<file path="config.mk">
export PLATFORM = sky130hd
export DESIGN_NAME = iso_amdtp_deframer
export DESIGN_NICKNAME = d
export VERILOG_FILES = /design/src/rtl/iso_deframer_pkg.sv /design/src/rtl/iso_hdr_unit.sv /design/src/rtl/am824_slot_decode.sv /design/src/rtl/dbc_monitor.sv /design/src/rtl/iso_amdtp_deframer.sv
export SDC_FILE = /design/constraint.sdc
export NUM_CORES = 1
export LEC_CHECK = 0
export ABC_CLOCK_PERIOD_IN_PS = 6000
export BUFFER_PORTS_ARGS = -buffer_cell sky130_fd_sc_hd__buf_4
export CAP_MARGIN = 10
export CORE_MARGIN = 2
export CORE_UTILIZATION = 60
export DETAILED_ROUTE_END_ITERATION = 7
export GPL_ROUTABILITY_DRIVEN = 1
export PLACE_DENSITY = 0.88
export SYNTH_ARGS = -nofsm -noshare
export SYNTH_HDL_FRONTEND = slang
export SYNTH_SLANG_ARGS = --single-unit
</file>
<file path="constraint.sdc">
create_clock -name clk -period 6 [get_ports clk]
set_clock_uncertainty 0.15 [all_clocks]
set_input_delay 0.3 -clock clk [delete_from_list [all_inputs] [get_ports clk]]
set_output_delay 0.3 -clock clk [all_outputs]
set_load 0.1 [all_outputs]
</file>
<file path="src/rtl/iso_deframer_pkg.sv">
package iso_deframer_pkg;

  typedef enum logic [1:0] {
    ST_IDLE,
    ST_HDR1,
    ST_BODY,
    ST_DROP
  } dfr_state_e;

  localparam logic [5:0] FMT_AUDIO  = 6'b010000;
  localparam logic [7:0] LBL_PCM    = 8'h40;
  localparam logic [7:0] LBL_MIDI1  = 8'h81;

  // fixed bits and format code of both header quadlets
  function automatic logic hdr_fixed_ok(input logic [1:0] q0_tag,
                                        input logic [7:0] q0_pad,
                                        input logic [7:0] q1_top);
    return (q0_tag == 2'b00) && (q0_pad == 8'h00) &&
           (q1_top[7:6] == 2'b10) && (q1_top[5:0] == FMT_AUDIO);
  endfunction

  // expected block count of the following packet
  function automatic logic [7:0] dbc_advance(input logic [7:0] dbc,
                                             input logic [7:0] nblk);
    return dbc + nblk;
  endfunction

  // MIDI port owning a block: low bits of the absolute block number
  function automatic logic [2:0] midi_port_of(input logic [2:0] dbc_lo,
                                              input logic [2:0] blk_lo);
    return dbc_lo + blk_lo;
  endfunction

endpackage

</file>
<file path="src/rtl/iso_hdr_unit.sv">
module iso_hdr_unit
  import iso_deframer_pkg::*;
#(
  parameter int MAX_DBS = 32
) (
  input  logic       clk,
  input  logic       rst_n,
  input  logic       q0_load,
  input  logic [1:0] q0_tag,
  input  logic [7:0] q0_dbs,
  input  logic [7:0] q0_pad,
  input  logic [7:0] q0_dbc,
  input  logic [7:0] q1_top,
  input  logic [2:0] q1_rate,
  output logic       hdr_ok,
  output logic [7:0] hdr_dbs,
  output logic [7:0] hdr_dbc,
  output logic [2:0] hdr_rate
);

  logic [1:0] tag_q;
  logic [7:0] pad_q;
  logic [7:0] dbs_q;
  logic [7:0] dbc_q;
  logic       dbs_in_range;

  always_ff @(posedge clk) begin
    if (!rst_n) begin
      tag_q <= '0;
      pad_q <= '0;
      dbs_q <= '0;
      dbc_q <= '0;
    end else if (q0_load) begin
      tag_q <= q0_tag;
      pad_q <= q0_pad;
      dbs_q <= q0_dbs;
      dbc_q <= q0_dbc;
    end
  end

  assign dbs_in_range = (dbs_q != 8'd0) && (dbs_q <= 8'(MAX_DBS));
  assign hdr_ok       = hdr_fixed_ok(tag_q, pad_q, q1_top) && dbs_in_range;
  assign hdr_dbs      = dbs_q;
  assign hdr_dbc      = dbc_q;
  assign hdr_rate     = q1_rate;

endmodule

</file>
<file path="src/rtl/am824_slot_decode.sv">
module am824_slot_decode
  import iso_deframer_pkg::*;
#(
  parameter int CHW = 5
) (
  input  logic [CHW-1:0] slot,
  input  logic [31:0]    quad,
  output logic           pcm_hit,
  output logic [CHW-1:0] pcm_chan,
  output logic [23:0]    pcm_data,
  output logic           midi_hit,
  output logic [7:0]     midi_byte
);

  logic is_midi_slot;

  assign is_midi_slot = (slot == '0);
  assign pcm_hit      = !is_midi_slot && (quad[31:24] == LBL_PCM);
  assign pcm_chan     = slot - CHW'(1);
  assign pcm_data     = quad[23:0];
  assign midi_hit     = is_midi_slot && (quad[31:24] == LBL_MIDI1);
  assign midi_byte    = quad[23:16];

endmodule

</file>
<file path="src/rtl/dbc_monitor.sv">
module dbc_monitor
  import iso_deframer_pkg::*;
(
  input  logic       clk,
  input  logic       rst_n,
  input  logic       close_ok,
  input  logic [7:0] pkt_dbc,
  input  logic [7:0] pkt_nblk,
  output logic       dbc_err
);

  logic       have_prev_q;
  logic [7:0] expect_q;

  always_ff @(posedge clk) begin
    if (!rst_n) begin
      have_prev_q <= 1'b0;
      expect_q    <= '0;
      dbc_err     <= 1'b0;
    end else begin
      dbc_err <= 1'b0;
      if (close_ok) begin
        dbc_err     <= have_prev_q && (pkt_dbc != expect_q);
        expect_q    <= dbc_advance(pkt_dbc, pkt_nblk);
        have_prev_q <= 1'b1;
      end
    end
  end

endmodule

</file>
<file path="src/rtl/iso_amdtp_deframer.sv">
module iso_amdtp_deframer
  import iso_deframer_pkg::*;
#(
  parameter  int MAX_DBS = 32,
  localparam int CHW     = $clog2(MAX_DBS)
) (
  input  logic           clk,
  input  logic           rst_n,
  input  logic           in_valid,
  input  logic           in_sop,
  input  logic           in_eop,
  input  logic [31:0]    in_data,
  output logic           pcm_valid,
  output logic [CHW-1:0] pcm_chan,
  output logic [23:0]    pcm_data,
  output logic           midi_valid,
  output logic [2:0]     midi_port,
  output logic [7:0]     midi_byte,
  output logic [2:0]     rate_code,
  output logic           hdr_err,
  output logic           len_err,
  output logic           dbc_err
);

  dfr_state_e     state;
  logic [CHW-1:0] slot_q;
  logic [7:0]     blk_q;
  logic [7:0]     dbs_q;
  logic [7:0]     dbc_q;

  // named internal events
  logic           start;
  logic           hdr_accept;
  logic           hdr_reject;
  logic           body_beat;
  logic           slot_last;
  logic           close_ok;
  logic           close_short;

  logic           hdr_ok;
  logic [7:0]     hdr_dbs;
  logic [7:0]     hdr_dbc;
  logic [2:0]     hdr_rate;

  logic           dec_pcm_hit;
  logic [CHW-1:0] dec_pcm_chan;
  logic [23:0]    dec_pcm_data;
  logic           dec_midi_hit;
  logic [7:0]     dec_midi_byte;

  iso_hdr_unit #(.MAX_DBS(MAX_DBS)) u_hdr (
    .clk      (clk),
    .rst_n    (rst_n),
    .q0_load  (start && !in_eop),
    .q0_tag   (in_data[31:30]),
    .q0_dbs   (in_data[23:16]),
    .q0_pad   (in_data[15:8]),
    .q0_dbc   (in_data[7:0]),
    .q1_top   (in_data[31:24]),
    .q1_rate  (in_data[18:16]),
    .hdr_ok   (hdr_ok),
    .hdr_dbs  (hdr_dbs),
    .hdr_dbc  (hdr_dbc),
    .hdr_rate (hdr_rate)
  );

  am824_slot_decode #(.CHW(CHW)) u_dec (
    .slot      (slot_q),
    .quad      (in_data),
    .pcm_hit   (dec_pcm_hit),
    .pcm_chan  (dec_pcm_chan),
    .pcm_data  (dec_pcm_data),
    .midi_hit  (dec_midi_hit),
    .midi_byte (dec_midi_byte)
  );

  dbc_monitor u_dbc (
    .clk      (clk),
    .rst_n    (rst_n),
    .close_ok (close_ok),
    .pkt_dbc  (dbc_q),
    .pkt_nblk (blk_q + 8'd1),
    .dbc_err  (dbc_err)
  );

  assign start       = in_valid && in_sop;
  assign hdr_accept  = in_valid && !in_sop && (state == ST_HDR1) && hdr_ok;
  assign hdr_reject  = in_valid && !in_sop && (state == ST_HDR1) && !hdr_ok;
  assign body_beat   = in_valid && !in_sop && (state == ST_BODY);
  assign slot_last   = (8'(slot_q) == (dbs_q - 8'd1));
  assign close_ok    = body_beat && in_eop && slot_last;
  assign close_short = (start && in_eop) || (body_beat && in_eop && !slot_last);

  // packet walk
  always_ff @(posedge clk) begin
    if (!rst_n) begin
      state     <= ST_IDLE;
      slot_q    <= '0;
      blk_q     <= '0;
      dbs_q     <= 8'd1;
      dbc_q     <= '0;
      rate_code <= '0;
    end else if (start) begin
      state <= in_eop ? ST_IDLE : ST_HDR1;
    end else if (in_valid) begin
      unique case (state)
        ST_HDR1: begin
          if (hdr_ok) begin
            dbs_q     <= hdr_dbs;
            dbc_q     <= hdr_dbc;
            rate_code <= hdr_rate;
            slot_q    <= '0;
            blk_q     <= '0;
            state     <= in_eop ? ST_IDLE : ST_BODY;
          end else begin
            state <= in_eop ? ST_IDLE : ST_DROP;
          end
        end
        ST_BODY: begin
          if (slot_last) begin
            slot_q <= '0;
            blk_q  <= blk_q + 8'd1;
          end else begin
            slot_q <= slot_q + CHW'(1);
          end
          if (in_eop) state <= ST_IDLE;
        end
        ST_DROP: begin
          if (in_eop) state <= ST_IDLE;
        end
        default: state <= ST_IDLE;
      endcase
    end
  end

  // registered outputs
  always_ff @(posedge clk) begin
    if (!rst_n) begin
      pcm_valid  <= 1'b0;
      pcm_chan   <= '0;
      pcm_data   <= '0;
      midi_valid <= 1'b0;
      midi_port  <= '0;
      midi_byte  <= '0;
      hdr_err    <= 1'b0;
      len_err    <= 1'b0;
    end else begin
      pcm_valid  <= body_beat && dec_pcm_hit;
      midi_valid <= body_beat && dec_midi_hit;
      hdr_err    <= hdr_reject;
      len_err    <= close_short;
      if (body_beat && dec_pcm_hit) begin
        pcm_chan <= dec_pcm_chan;
        pcm_data <= dec_pcm_data;
      end
      if (body_beat && dec_midi_hit) begin
        midi_byte <= dec_midi_byte;
        midi_port <= midi_port_of(dbc_q[2:0], blk_q[2:0]);
      end
    end
  end

endmodule

</file>
### Word-level counts from Yosys, hierarchy flattened

Index checks and enable logic that the tools add are counted.

* add/sub/neg operators: 6
* $lt $le $gt $ge: 1
* equality and inequality tests: 12
* mux-type cells: 14
* bitwise logic cells: 1
* reductions and logical operators: 38

Operator list (number)
* $logic_and A1 B1 Y1: 20
* $mux W8: 2
* $pmux W8 S2: 1
* $mux W2: 6
* $mux W5: 2
* $pmux W5 S2: 1
* $add A8 B1 Y8 const B: 1
* $add A8 B8 Y8: 1
* $eq A5 B8 Y1: 1
* $eq A8 B7 Y1 const B: 1
* $eq A8 B8 Y1 const B: 1
* $le A8 B6 Y1 const B: 1
* $logic_not A8 Y1: 1
* $ne A8 B8 Y1: 1
* $reduce_and A4 Y1: 2
* $reduce_bool A8 Y1: 1
* $sub A8 B1 Y8 const B: 1
* $eq A2 B2 Y1 const B: 3
* $eq A6 B5 Y1 const B: 1
* $add A5 B1 Y5 const B: 1
* $logic_not A1 Y1: 5
* $logic_not A5 Y1: 1
* $reduce_and A5 Y1: 1
* $sub A5 B1 Y5 const B: 1
* other kinds (12): 15

* flip-flop bits (word level): 114
* bits of input ports: 37
* logic and storage cells: 93

### Depth between registers and ports, before layout

Gate-level depths: netlist of the first run.

* word-level depth: 9
* depth in mapped cells: 12
* depth with buffers taken out: 12

### Cells and area by module

Synthesis of the first run repeated with hierarchy kept, for this count alone.

* cells, all modules: 639
* area, all modules: 5670.4 um2

Modules (own cells, without submodules)
* iso_amdtp_deframer: instances 1, cells each 406, area an instance 3445.8 um2, seq. area each 1561.5 um2
* iso_hdr_unit: instances 1, cells each 97, area an instance 1063.5 um2, seq. area each 520.5 um2
* dbc_monitor: instances 1, cells each 89, area an instance 802.0 um2, seq. area each 200.2 um2
* am824_slot_decode: instances 1, cells each 47, area an instance 359.1 um2, seq. area each 0.0 um2

### Worst setup path after synthesis of the first run

OpenSTA, ideal clock, no wires.

* path kind: register -> register
* start: register slot_q[0]
* end: register pcm_chan[2]
* arrival time: 2.518 ns
* data required time: 5.764 ns
* setup slack: 3.246 ns
* cell stages (with the launch flop): 9
* path buffers: 1
* path through: dfxtp_1 inv_1 ha_1 nor4b_1 or4b_2 nor4_1 clkbuf_1 nor2_1 a211oi_1

* word-level cells in the longest chain between the ends: 4

RTL lines
* from (decl): RTL line iso_amdtp_deframer.sv:26 `logic [CHW-1:0] slot_q;`
* from (signal assigned): RTL line iso_amdtp_deframer.sv:124 `slot_q <= slot_q + CHW'(1);`
* branches (longest 4 deep; another with $sub A5 B1 Y5)
* to (signal assigned): RTL line iso_amdtp_deframer.sv:153 `pcm_chan <= dec_pcm_chan;`
* to (decl): RTL line iso_amdtp_deframer.sv:14 `output logic [CHW-1:0] pcm_chan,`

Several ways; the timed one is not identified.
A chain may end at the register's enable or synchronous reset.

### Worst setup path in the final report of the first run

* start: register slot_q[0]
* end: register pcm_data[16]

* word-level cells in the longest chain between the ends: 4

RTL lines
* $logic_not A5 Y1: RTL line am824_slot_decode.sv:17 `assign is_midi_slot = (slot == '0);`
* $logic_not A1 Y1: RTL line am824_slot_decode.sv:18 `assign pcm_hit = !is_midi_slot && (quad[31:24] == LBL_PCM);`
* $logic_and A1 B1 Y1: RTL line am824_slot_decode.sv:18
* $logic_and A1 B1 Y1: RTL line iso_amdtp_deframer.sv:152 `if (body_beat && dec_pcm_hit) begin`
* to (signal assigned): RTL line iso_amdtp_deframer.sv:154 `pcm_data <= dec_pcm_data;`
* to (decl): RTL line iso_amdtp_deframer.sv:15 `output logic [23:0] pcm_data,`

Every way passes these cells.

==> summary by stage, run 1 <==
Outcome
The flow ran to the end, and the final reports show no timing, DRC or antenna violations.

Power
Of the total power, the clock network draws 0.548. In this run the power density over the cells is between 200 and 300 mW/mm^2. Of the total power, the share spent switching nets is 0.233. The analysis attributes to cell leakage a power of about 2.6 nW. The internal power of the cells totals ~1.5 mW. The combinational share of power is 0.046.

The power share of the sequential group is 0.406. Summed over all nets, the switching power comes to roughly 440 uW. VDD sags by at most 0.000301 V.

Job
The tool flagged a number of max-cap violations equal to 0.

STA
The final max-slew violation count came to 0. Hold timing on the final database bottoms out at a slack of 0.190 ns. The number of hold-slack violations in the final timing report was 0. Based on the critical path, the design can be clocked at up to 0.298 GHz. After routing, the total negative slack on setup checks comes to 0 ns. The total setup violations reported at the end of the flow is 0. The slew at the pin with the worst max-slew slack is between 0.9 and 1 ns. Setup repair after global routing left no endpoint under its margin. The worst max-slew margin expressed relative to the limit is 0.382.

The final critical delay including setup and external delays is around 3.4 ns. Dividing the final minimum period by the clock period gives 0.560.

Worst setup path
The critical path start-end classification is reg -> reg. The critical path goes through inv_1 > ha_1 > nor4b_1 > or4b_2 > nor4_2 > buf_4 > nand2_1 > a21oi_1. The slowest cell on the critical path is nor4_2.

For the worst setup path, the data arrival time is between 3 and 4 ns. The largest single stage delay on the critical path is about 0.73 ns. STA classifies the critical path startpoint as a flop. The required time reported for the critical path endpoint is approximately 6.3 ns. The maximum fanout along the worst path is 24. The worst setup path is captured at a flop.

Logic synthesis
For this run, the register share of the synthesized area comes to 0.453. The count of mapped cells out of synthesis is between 600 and 700. The net count after synthesis is roughly 680. The summed instance area of the synthesized netlist is roughly 0.005 sq mm. The number of warnings printed during yosys synthesis is 0. For this run, asynchronously set or reset flops after synthesis account for 0. The average instance area after synthesis is 8.03 sq um. The number of synthesized register bits is between 100 and 150. The commonest register cell after synthesis is dfxtp_1. The synthesized netlist contains 51 unique library cells.

The number of enable flip-flop cells after synthesis is 0.

Global routing
The number of antenna violations at the first check in global routing is 0. Across every metal layer, demand over resource in global routing totals 0.379. The maximum number of pins on one net before global-route repair is 73.

The first-pass GRT wire length is between 20000 and 30000 microns. The total congestion overflow is 0. The number of global-route vias before repair is just over 5000.

Clock network
Counting along the longest clock path gives a buffer depth of 2. The clock network latency to the later pin of the worst-skew pair is between 0.5 and 0.6 ns. Clock tree synthesis found a total of 114 sinks. The H-tree depth reported by CTS is 4.

The clock tree from TritonCTS is yes. The post-CTS clock slew at the launch and capture registers of the worst setup and hold paths is about 0.06 ns. The total CTS buffers is 17. The cell chosen for the clock root is clkbuf_8. In this run, post-CTS repair resized a total of 0 instances.

Floorplan
The die is about 96 microns tall. The die covers 0.00914 sq mm. The initial utilization of the core area, before any placement, comes to 0.616. The floorplan step defined a core boundary enclosing about 0.008 sq mm. The number of standard-cell rows in the floorplan is 33. During I/O placement, the number of pins put on the boundary was 85.

The horizontal extent of the die is roughly 96 microns.

Hold path
The path class of the tightest hold or removal check is in -> reg.

Placed design
The number of port buffers is between 80 and 90. The congestion estimate from routability-driven global placement came to just under 0.9. The wire-length estimate of the detail-placed layout is 8990 microns.

Final layout
The most common library cell in the layout ignoring fill and taps is nand2_1. In the final layout, the share of cells above drive strength 1 is 0.186. The repair_antennas step left the layout with diodes totalling 0. Counting the fill cells in the layout gives between 400 and 500. The area growth from synthesis to layout is 32.7%.

The number of nets at the end of the flow is around 790. The library cells used most frequently in the layout, excluding fill and tap cells, are nand2_1, dfxtp_1, buf_4, a21oi_1, dlygate4sd3_1.

Detailed routing
After detailed routing, the total wire length is 16700 microns. The detailed router finished its first iteration with between 600 and 700 violations. Dividing the detail-routed via count by the number of cells gives between 6 and 7. The total DRC errors in the routed layout is 0. In this run the remaining antenna-violating nets after routing total 0. The final route contains around 5300 vias. Dividing the detail-routed wire length by the instance count gives around 20 microns. The first detailed-routing pass took 6 iterations.
[worst max-delay path, delay by kind of cell, from the launching register on]
family	cells	cell delay, ns
buf+inv	2	0.54
fa+ha+maj	1	0.22
flops	1	0.48
compound gates	1	0.18
simple gates	4	1.71
[flip-flops by register name (all words and copies together) (netlist names), 3 cells and up]
| name | count |
|---|---|
| rate_code | 3 |
| midi_port | 3 |
| midi_byte | 8 |
| slot_q | 5 |
| blk_q | 8 |
| pcm_data | 24 |
| dbc_q | 8 |
| dbs_q | 8 |
| u_hdr.hdr_dbs | 8 |
| u_hdr.hdr_dbc | 8 |
| u_dbc.expect_q | 8 |
| pcm_chan | 5 |
| u_hdr.pad_q | 8 |
[power by group through the flow]
stage,clock network (mW),logic [mW],registers [mW]
floorplan,0,0.0292,0.785
global placement,0,0.0611,0.784
detailed placement,0,0.0626,0.784
CTS,1.02,0.0808,0.768
global route,1.06,0.0920,0.769
finish,1.04,0.0866,0.769
[final cells by class]
| class | instances | area (sq um) | share of cell area |
|---|---|---|---|
| Clock buffer | 18 | 428 | 0.0640 |
| Sequential cell | 114 | 2280 | 0.341 |
| Timing Repair Buffer | 127 | 1040 | 0.156 |
| Tap cell | 105 | 131 | 0.0197 |
| Inverter | 22 | 82.6 | 0.0124 |
| Multi-Input combinational cell | 454 | 2540 | 0.380 |
| Clock inverter | 14 | 176 | 0.0264 |
[cell families after synthesis]
kind of cell	count (synthesis)	share of synthesized area
buffers and inverters	59	0.0460
adder cells (fa/ha/maj)	15	0.0402
XOR/XNOR	30	0.0522
AO/OA/AOI/OAI	129	0.156
AND/OR/NAND/NOR	273	0.239
multiplexers	7	0.0139
flip-flops	114	0.453
[synthesized netlist by cell type, types with 4 or more instances]
library cell,n,area [sq um]
mux2i_1,7,70.1
o21ai_0,5,25.0
nand2_1,171,642
nor4_1,13,81.3
dfxtp_1,114,2280
xor2_1,9,78.8
clkbuf_1,33,124
inv_1,22,82.6
nor3_1,13,65.1
a21oi_1,82,410
a211oi_1,7,52.6
nand3_1,12,60.1
nand4_1,5,31.3
xnor2_1,21,184
ha_1,13,163
o22ai_1,4,25.0
nor2_1,31,116
[per-layer routing]
| layer | track usage | vias up | wire length, microns |
|---|---|---|---|
| li1 | - | 2361 | - |
| met1 | 0.436 | 2497 | 6090 |
| met2 | 0.652 | 358 | 8270 |
| met3 | 0.0791 | 95 | 1390 |
| met4 | 0.213 | 0 | 926 |
| met5 | 0 | - | 0 |
[repair_timing]
action,4_1_cts,5_1_grt
endpoints found under the hold margin,67,0
buffers inserted,0,0
hold buffers,36,0
[through the flow]
step	std cells	utilization	area (sq um)	power, mW	setup slack, ns
after floorplan	627	-	5040	0.814	3.25
after global placement	785	0.699	5710	0.845	2.93
after detailed placement	785	0.699	5710	0.847	2.80
after CTS	853	0.817	6680	1.87	2.71
after global routing	854	0.818	6690	1.92	2.53
final	854	0.818	6690	1.89	2.64
[final timing paths]
path | cells past startpoint | slack, ns | end | start
hold reg to reg | 2 | 0.31 | pcm_data[21]$_SDFFE_PN0P_ | pcm_data[21]$_SDFFE_PN0P_
setup reg to reg | 8 | 2.64 | pcm_data[16]$_SDFFE_PN0P_ | slot_q[0]$_SDFFE_PN0P_
setup / recovery | 8 | 2.64 | pcm_data[16]$_SDFFE_PN0P_ | slot_q[0]$_SDFFE_PN0P_
hold / removal | 5 | 0.19 | pcm_chan[2]$_SDFFE_PN0P_ | in_data[24]
No activity file was read; power rests on OpenSTA's default activity.
==> run 2: changes to the inputs <==
- ABC_CLOCK_PERIOD_IN_PS: 6000 -> 3100
- CORE_UTILIZATION: 60 -> 56
- PLACE_DENSITY: 0.88 -> 0.84
- clock period: 6 -> 3.1 ns (I/O delays scaled with it)
==> run 2 against run 1 <==
Sequential power grew 94%. Worst setup slack lost 2.5 ns. Routed wire length shrank 11%. Sequential cell count is the same. Die area grew 6.8%. Core utilization shrank 4.5 points. Worst hold slack lost 0.089 ns. Via count shrank 4.2%. Clock-buffer cell count grew 1. Power grew 92%. Design area grew 0.82%.
==> summary by stage, run 2 (synthesis gave the netlist of run 1 again) <==
Global routing
The number of antenna violations at the first check in global routing was 0 (unchanged). The total congestion overflow came to 0 (unchanged). The first-pass GRT wire length is 24300 microns (-7.8%). The overall fraction of global-route tracks in use came to 0.312 (-0.0675). The maximum number of pins on one net before global-route repair was 52 (-29%). The number of global-route vias before repair is 5163 (+1.2%).

Power
The leakage power is 2.60 nW (+0.77%). The maximum VDD drop is 0.000524 V (+74%). The total power density per cell area is 540 mW/mm^2 (+91%).

Placed design
The weighted congestion at the end of routability-driven global placement is 0.875 (-1.8%). The number of port buffers came to 84 (unchanged). The HPWL after detailed placement was 8660 microns (-3.7%).

Detailed routing
The total DRC errors in the routed layout was 0 (unchanged). The ratio of routed vias to standard cells came to 5.90 (-5.2%). The first-pass iteration count of the detailed router is 6 (unchanged). The post-detailed-route count of antenna-violating nets is 0 (unchanged). The sum of routed wire length over all layers was 14900 microns (-11%). The number of vias in the routed layout is 5088 (-4.2%).

The final routed wire length divided by cell count is 17.3 microns (-12%). The number of design-rule violations left by the first detailed-router iteration is 384 (-37%).

Clock network
The clock network latency to the later pin of the worst-skew pair is 0.52 ns (about the same). The cell chosen for the clock root is clkbuf_8. The total CTS buffers is 17 (unchanged). The buffer levels on the longest clock path is 2 (unchanged). The clock tree from TritonCTS is yes.

The number of resized instances in the post-cts repair step is 0 (unchanged). The H-tree depth reported by CTS came to 4 (unchanged). The post-CTS clock slew at the launch and capture registers of the worst setup and hold paths is 0.06 ns (about the same).

The total setup buffers inserted after CTS was 0 (unchanged). The CTS sink count is 114 (unchanged).

Worst setup path
The worst setup path is launched from a primary input. The arrival time of the worst setup path is 3.20 ns (-0.45 ns). The required time reported for the critical path endpoint came to 3.38 ns (-2.91 ns). The worst setup path is captured at a flop. The critical path start-end classification is in -> reg.

The setup slack of the worst register-to-register path is 0.19 ns (-2.45 ns). The maximum fanout along the worst path is 9 (-63%).

Floorplan
The horizontal extent of the die is 98.8 microns (+3.4%). The number of top-level pins is 85 (unchanged). The placeable core region was 0.00872 sq mm (+6.7%). The initial cell density of the core is 0.577 (-0.0385).

The floorplan die area is 0.00977 sq mm (+6.8%). The number of standard-cell rows in the floorplan is 34 (+3.0%). The die boundary height is 98.8 microns (+3.4%).

Final layout
Compared with the post-synthesis result, the final layout area differs by 33.8%. The flip-flop count of the largest register after layout is 24 (unchanged). Counting flops per register, the top entry is pcm_data. The count of antenna diodes in the layout is 0 (unchanged). The final core area utilization is 0.773 (-0.0448).

The number of nets at the end of the flow was 794 (+0.76%). The ratio of cells with drive above 1 in the final layout was 0.188 (+0.00250). In the layout the commonest cells are nand2_1, dfxtp_1, buf_4, a21oi_1, dlygate4sd3_1. Leaving out fill and tap cells, the most frequent cell in the layout is nand2_1.

STA
For this run, the top clock speed supported by timing is 0.343 GHz. The slew at the pin with the worst max-slew slack is 0.770 ns (-0.157 ns). The final max-slew violation count is 0 (unchanged). The setup TNS is 0 ns (unchanged). The total setup violations reported at the end of the flow came to 0 (unchanged). The worst hold margin is 0.101 ns (-0.0891 ns). The smallest clock period supported by the final layout is computed as ~3 ns. Setup repair after global routing left no endpoint under its margin. The number of hold-slack violations in the final timing report is 0 (unchanged).

The worst max-slew margin expressed relative to the limit was 0.483 (+0.100). The post-route fraction of the period consumed by the critical path is 0.942.

Hold path
The path class of the lowest-slack min-delay path is in -> reg.

Outcome
The flow ran to the end, and the final reports show no timing, DRC or antenna violations.

Job
The number of max-capacitance violations reported is 0 (unchanged).
run 2: changes by cell type in the layout (fill, tap and decap cells not counted):
cell,before,now
buf_4,91,95
clkinv_2,2,0
dlygate4sd3_1,36,38
clkbuf_1,0,1
clkinv_4,3,4
clkinvlp_4,2,3
inv_6,4,3
run 2: worst paths after layout:
path	from	to	depth (start not counted)
worst max-delay path	in_data[26]	slot_q[0]$_SDFFE_PN0P_	9
worst min register to register	pcm_data[13]$_SDFFE_PN0P_	pcm_data[13]$_SDFFE_PN0P_	2
worst max register to register	slot_q[1]$_SDFFE_PN0P_	pcm_chan[0]$_SDFFE_PN0P_	8
worst min-delay path	in_data[29]	midi_port[2]$_SDFFE_PN0P_	5
run 2: worst max-delay path, stage by stage:
cell and delay, ns:
dlygate4sd3_1 0.54, buf_4 0.14, nor4_1 0.25, dlygate4sd3_1 0.65, nand3_1 0.11, or4_4 0.48
o21a_1 0.30, or3_1 0.41, o22ai_1 0.18
run 2: where the power goes:
group / switching (mW) / leakage [nW] / total (mW) / internal (mW)
Clock: 0.732 / 0.286 / 1.99 / 1.26
Sequential: 0.00846 / 0.920 / 1.49 / 1.48
Combinational: 0.0858 / 1.40 / 0.164 / 0.0787
Total: 0.826 / 2.60 / 3.64 / 2.81
run 2: timing repair:
item                                    in CTS  in global routing
endpoints found under the hold margin       81                  0
hold buffers                                38                  0
endpoints found under the setup margin       0                  0
run 2: area by class of cell:
class / count / area [sq um]
well taps: 108 / 135
repair buffers: 133 / 1090
flip-flops and latches: 114 / 2280
inverters: 22 / 82.6
fillers: 506 / 1980
multi-input cells: 454 / 2540
clock buffers: 19 / 432
clock inverters: 13 / 174
run 2: per-stage QoR:
step	std cells	setup WS, ns	power [mW]	instance area [sq um]
detailed placement	793	0.340	1.64	5750
global placement	793	0.419	1.64	5750
floorplan	627	0.346	1.58	5040
CTS	863	0.224	3.63	6740
finish	863	0.181	3.64	6740
global route	863	0.0663	3.72	6740
run 2: per-layer routing:
| layer | part of all wire | GRT usage | vias up |
|---|---|---|---|
| met5 | 0 | 0 | - |
| met3 | 0.071 | 0.0723 | 39 |
| li1 | - | - | 2377 |
| met4 | 0.029 | 0.138 | 0 |
| met1 | 0.40 | 0.369 | 2418 |
| met2 | 0.50 | 0.537 | 254 |
